--- config.mk ---
export PLATFORM = sky130hd
export DESIGN_NAME = swreg_field
export DESIGN_NICKNAME = d
export VERILOG_FILES = /design/src/rtl/swreg_pkg.sv /design/src/rtl/swreg_bit.sv /design/src/rtl/swreg_rdmux.sv /design/src/rtl/swreg_field.sv
export SDC_FILE = /design/constraint.sdc
export NUM_CORES = 1
export LEC_CHECK = 0
export BUFFER_PORTS_ARGS = -buffer_cell sky130_fd_sc_hd__buf_4
export CAP_MARGIN = 5
export CORE_MARGIN = 1
export CORE_UTILIZATION = 36
export CTS_BUF_LIST = sky130_fd_sc_hd__clkbuf_8 sky130_fd_sc_hd__clkbuf_16
export DETAILED_ROUTE_END_ITERATION = 10
export PLACE_DENSITY = 0.8
export SLEW_MARGIN = 30
export SYNTH_ARGS = -nofsm -noshare
export SYNTH_HDL_FRONTEND = slang
export SYNTH_HIERARCHICAL = 1
export SYNTH_SLANG_ARGS = --single-unit
export TNS_END_PERCENT = 50
--- constraint.sdc ---
create_clock -name clk -period 0.9 [get_ports clk]
set_input_delay 0.18 -clock clk [delete_from_list [all_inputs] [get_ports clk]]
set_output_delay 0.18 -clock clk [all_outputs]
set_load 0.05 [all_outputs]
--- src/rtl/swreg_pkg.sv ---
package swreg_pkg;

  localparam int POL_BITS = 4;

  typedef enum logic [POL_BITS-1:0] {
    POL_RW   = 4'd0,
    POL_RO   = 4'd1,
    POL_WO   = 4'd2,
    POL_W0C  = 4'd3,
    POL_W1C  = 4'd4,
    POL_WCLR = 4'd5,
    POL_RCLR = 4'd6,
    POL_RSET = 4'd7,
    POL_WSET = 4'd8,
    POL_ONCE = 4'd9,
    POL_TGL  = 4'd10,
    POL_TRIG = 4'd11
  } swpol_e;

  // Next value from software activity alone.
  function automatic logic sw_next(swpol_e p, logic cur, logic wr, logic wd,
                                   logic rd, logic locked);
    logic n;
    n = cur;
    case (p)
      POL_RW, POL_WO: if (wr) n = wd;
      POL_W0C:        if (wr && !wd) n = 1'b0;
      POL_W1C:        if (wr && wd) n = 1'b0;
      POL_WCLR:       if (wr) n = 1'b0;
      POL_RCLR:       if (rd) n = 1'b0;
      POL_RSET:       if (rd) n = 1'b1;
      POL_WSET:       if (wr && wd) n = 1'b1;
      POL_ONCE:       if (wr && !locked) n = wd;
      POL_TGL:        if (wr && wd) n = ~cur;
      default:        n = cur;
    endcase
    return n;
  endfunction

  // Hardware set overrides whatever software asked for.
  function automatic logic hw_merge(swpol_e p, logic sw_val, logic hs);
    return (hs && (p != POL_TRIG)) ? 1'b1 : sw_val;
  endfunction

  // What software sees on a read.
  function automatic logic rd_view(swpol_e p, logic cur, logic rst);
    return (p == POL_WO) ? rst : cur;
  endfunction

endpackage

--- src/rtl/swreg_bit.sv ---
module swreg_bit
  import swreg_pkg::*;
#(
  parameter logic [POL_BITS-1:0] POL = 4'd0,
  parameter logic                RST = 1'b0
) (
  input  logic clk,
  input  logic rst_n,
  input  logic wr_en,
  input  logic wr_bit,
  input  logic rd_en,
  input  logic hw_set,
  output logic q,
  output logic evt
);

  localparam swpol_e PKIND = swpol_e'(POL);

  logic locked;
  logic sw_val;
  logic nxt;

  assign sw_val = sw_next(PKIND, q, wr_en, wr_bit, rd_en, locked);
  assign nxt    = hw_merge(PKIND, sw_val, hw_set);

  always_ff @(posedge clk or negedge rst_n) begin
    if (!rst_n) q <= RST;
    else        q <= nxt;
  end

  generate
    if (PKIND == POL_ONCE) begin : g_lock
      always_ff @(posedge clk or negedge rst_n) begin
        if (!rst_n)     locked <= 1'b0;
        else if (wr_en) locked <= 1'b1;
      end
    end else begin : g_nolock
      assign locked = 1'b0;
    end

    if (PKIND == POL_TRIG) begin : g_evt
      always_ff @(posedge clk or negedge rst_n) begin
        if (!rst_n) evt <= 1'b0;
        else        evt <= wr_en & wr_bit;
      end
    end else begin : g_noevt
      assign evt = 1'b0;
    end
  endgenerate

endmodule

--- src/rtl/swreg_rdmux.sv ---
module swreg_rdmux
  import swreg_pkg::*;
#(
  parameter int                         WIDTH     = 12,
  parameter logic [WIDTH*POL_BITS-1:0]  POLICY    = 48'hBA98_7654_3210,
  parameter logic [WIDTH-1:0]           RESET_VAL = 12'h035
) (
  input  logic [WIDTH-1:0] q,
  output logic [WIDTH-1:0] rd_data
);

  for (genvar i = 0; i < WIDTH; i++) begin : g_view
    localparam swpol_e PK = swpol_e'(POLICY[i*POL_BITS +: POL_BITS]);
    assign rd_data[i] = rd_view(PK, q[i], RESET_VAL[i]);
  end

endmodule

--- src/rtl/swreg_field.sv ---
module swreg_field
  import swreg_pkg::*;
#(
  parameter int                         WIDTH     = 12,
  parameter logic [WIDTH*POL_BITS-1:0]  POLICY    = 48'hBA98_7654_3210,
  parameter logic [WIDTH-1:0]           RESET_VAL = 12'h035
) (
  input  logic             clk,
  input  logic             rst_n,
  input  logic             wr_en,
  input  logic [WIDTH-1:0] wr_data,
  input  logic             rd_en,
  output logic [WIDTH-1:0] rd_data,
  input  logic [WIDTH-1:0] hw_set,
  output logic [WIDTH-1:0] field_q,
  output logic [WIDTH-1:0] evt_out
);

  for (genvar i = 0; i < WIDTH; i++) begin : g_bit
    swreg_bit #(
      .POL (POLICY[i*POL_BITS +: POL_BITS]),
      .RST (RESET_VAL[i])
    ) u_bit (
      .clk    (clk),
      .rst_n  (rst_n),
      .wr_en  (wr_en),
      .wr_bit (wr_data[i]),
      .rd_en  (rd_en),
      .hw_set (hw_set[i]),
      .q      (field_q[i]),
      .evt    (evt_out[i])
    );
  end

  swreg_rdmux #(
    .WIDTH     (WIDTH),
    .POLICY    (POLICY),
    .RESET_VAL (RESET_VAL)
  ) u_rd (
    .q       (field_q),
    .rd_data (rd_data)
  );

endmodule

==> metrics.txt <==
status finished with violations; failing checks setup timing; Avg WL per Cell 11.33 um; most area-consuming cells after synthesis dfrtp_1 31%, buf_4 25%, dfstp_2 15%, conb_1 6.7%, a21o_1 4.1%; RSZ-0062 raised after global routing yes; total vias in the final route 527; Worst Path Buf+Inv 1; Ports 64; CP startpoint kind flop; Num CTS Buffers 3; Iteration-0 DRC Markers 0; worst path required time 0.72 ns; EDFF count, synth 0; Reg area 339.1 sq um; PortBufs 44; Synth Area in Simple Gates 10.36%; Die X between 40 and 50 um; VDD IR-drop max 0.6817 mV; Max-Cap Viols 0; final hold violation count 0; crit path time final roughly 1.1 ns; mux cell area share after synthesis 1.382%; antenna violations before repair 0; fmax 879.4 MHz; met3 usage 4.615%; final worst-path cycle share 126.3%; post-synth top area share a little under a third; Arr. time, crit path 0.96 ns; post-synth design cell area 724.4 sq um; average size of a mapped cell just under 10 sq um; Synth top cells by count 24 x buf_4, 13 x conb_1, 9 x dfrtp_1, 4 x a21o_1, 4 x dfstp_2; clk root buf clkbuf_8; worst-path cell chain buf_6; Final Max Slew Viols 0; Post-Synth XOR/XNOR Area 0%; DRC viols 0; HP Class in -> reg; Syn Inst Count 74; post-route ant nets 0; met1 Use GR between 10 and 15%; die area 2196 sq um; Synth Area in Compound Gates 10.02%; number of setup violations in the final report 22; GRT met2 Usage 25.28%; GRT Overall Usage a little over an eighth; post-synthesis adder-cell area fraction 0%; grt peak-use layer met2; largest family of logic cells by synthesized area buffers and inverters; crit path capture type primary output; initial core utilization 40.21%; Yosys top cell by area dfrtp_1; FILL cells between 150 and 200; Reg clk slew, reported paths around 0.06 ns; Yosys reg bits 13; Max stage delay on crit path between 0.5 and 0.6 ns; Pleak slightly above 0.5 nW; largest net degree at the start of global routing 14; setup_tns -3.022 ns; antenna cells 0; Die Y 46.86 um; worst setup path class reg -> out; Distinct cells, synth 19; Clock Path Buffers 2; RePlAce Congestion just under 0.6; first-pass GRT wire length approximately 2.0 mm; Synth Flop Type dfrtp_1; First-pass DRT Iterations 1; Final nets around 130; FFs w/ async S/R, synth 100.0%; fin cells 125; Worst-Skew Late Latency 0.24 ns; P&R area growth vs syn 48.01%; sequential area share after synthesis 45.60%; most frequent cell after synthesis buf_4; clock sinks 13; H-tree levels 1; Routed WL 1.416 mm; syn nets 102; vias in the first global route 491; floorplan row count 15; final worst slack -0.2371 ns; placed insts 119; grt total ovfl 0; crit-path max FO 3; CTS tree done; layout cells sized above 1 63.00%; Syn. warnings 6; post-DP HPWL 1.026 mm; core area 1802 sq um; area of the multi-input gates 215.2 sq um; CP delay by family, top flip-flops; PwrDens 1555 nW/um^2; Slowest cell on crit path dfstp_2; Fin Clk Skew 0.00003533 ns; Via density 4.216
## metal layers
metal	routed length, um	part of all wire [%]
met1	446	31
met2	733	52
met5	0	0
met4	9	0.64
met3	226	16
## through the flow
stage / hold slack, ns / worst slack [ns] / utilization (%) / power (mW) / instance area, sq um
floorplan: -0.1156 / -0.1590 / - / 1.056 / 778.2
global placement: 0.03326 / 0.01146 / 50.76 / 1.113 / 914.6
detailed placement: 0.03714 / -0.001113 / 50.76 / 1.121 / 914.6
CTS: 0.1110 / -0.2458 / 59.03 / 1.676 / 1064
global route: 0.1142 / -0.2690 / 59.51 / 1.744 / 1072
finish: 0.1134 / -0.2371 / 59.51 / 1.667 / 1072
## repair_timing
item / in CTS / in global routing
buffers inserted: 1 / 0
hold endpoints to repair: 13 / 0
setup endpoints to repair: 22 / 23
hold buffers: 1 / 0
resized for setup: 23 / 2
## area by class of cell
| cell class | instances | area share [%] |
|---|---|---|
| inverters | 2 | 0.7001 |
| clock inverters | 1 | 0.3501 |
| well taps | 25 | 2.917 |
| repair buffers | 46 | 40.49 |
| clock buffers | 3 | 3.851 |
| flip-flops and latches | 13 | 31.62 |
| multi-input cells | 35 | 20.07 |
## where the power goes
part	switching (mW)	internal [mW]	total (mW)
registers	0.0240	0.620	0.644
logic	0.342	0.175	0.517
clock network	0.206	0.301	0.507
## registers in the layout, summed over array words and instances, names as in the netlist
register and flops:
g_bit.u_bit/q 11, g_bit.u_bit/locked 1, g_bit.u_bit/evt 1
## cells by family (layout without fill, tap and decap cells)
| logic type | after synthesis | after routing |
|---|---|---|
| compound gates | 9 | 9 |
| simple gates | 12 | 12 |
| other cells | 13 | 13 |
| flops | 13 | 13 |
| buf+inv | 26 | 52 |
| mux | 1 | 1 |
## final timing paths
| check | to | depth (start not counted) | slack [ns] | from |
|---|---|---|---|---|
| min | g_bit[6].u_bit/q | 2 | 0.11 | hw_set[6] |
| max | field_q[0] | 1 | -0.24 | g_bit[0].u_bit/q |
| min reg2reg | g_bit[8].u_bit/q | 1 | 0.52 | g_bit[8].u_bit/q |
| min in group asynchronous | g_bit[11].u_bit/evt | 2 | 0.35 | rst_n |
| max reg2reg | g_bit[10].u_bit/q | 3 | 0.02 | g_bit[10].u_bit/q |
| max in group asynchronous | g_bit[0].u_bit/q | 2 | 0.31 | rst_n |
## placed cells by master (no fill, tap or decap)
cell	n
buf_4	23
dfrtp_1	2
nand2_1	1
a21oi_2	1
conb_1	13
nor2_1	2
nand2b_1	1
and3_4	1
o21bai_2	1
dfrtp_2	7
nor2b_1	2
or3_1	1
mux2i_1	1
or2_1	2
buf_6	21
nor2b_4	1
a211o_1	3
a21o_1	4
dlygate4sd3_1	1
clkbuf_8	3
buf_8	1
and2_1	1
dfstp_2	4
inv_1	3
(Power assumes the default switching activity.)
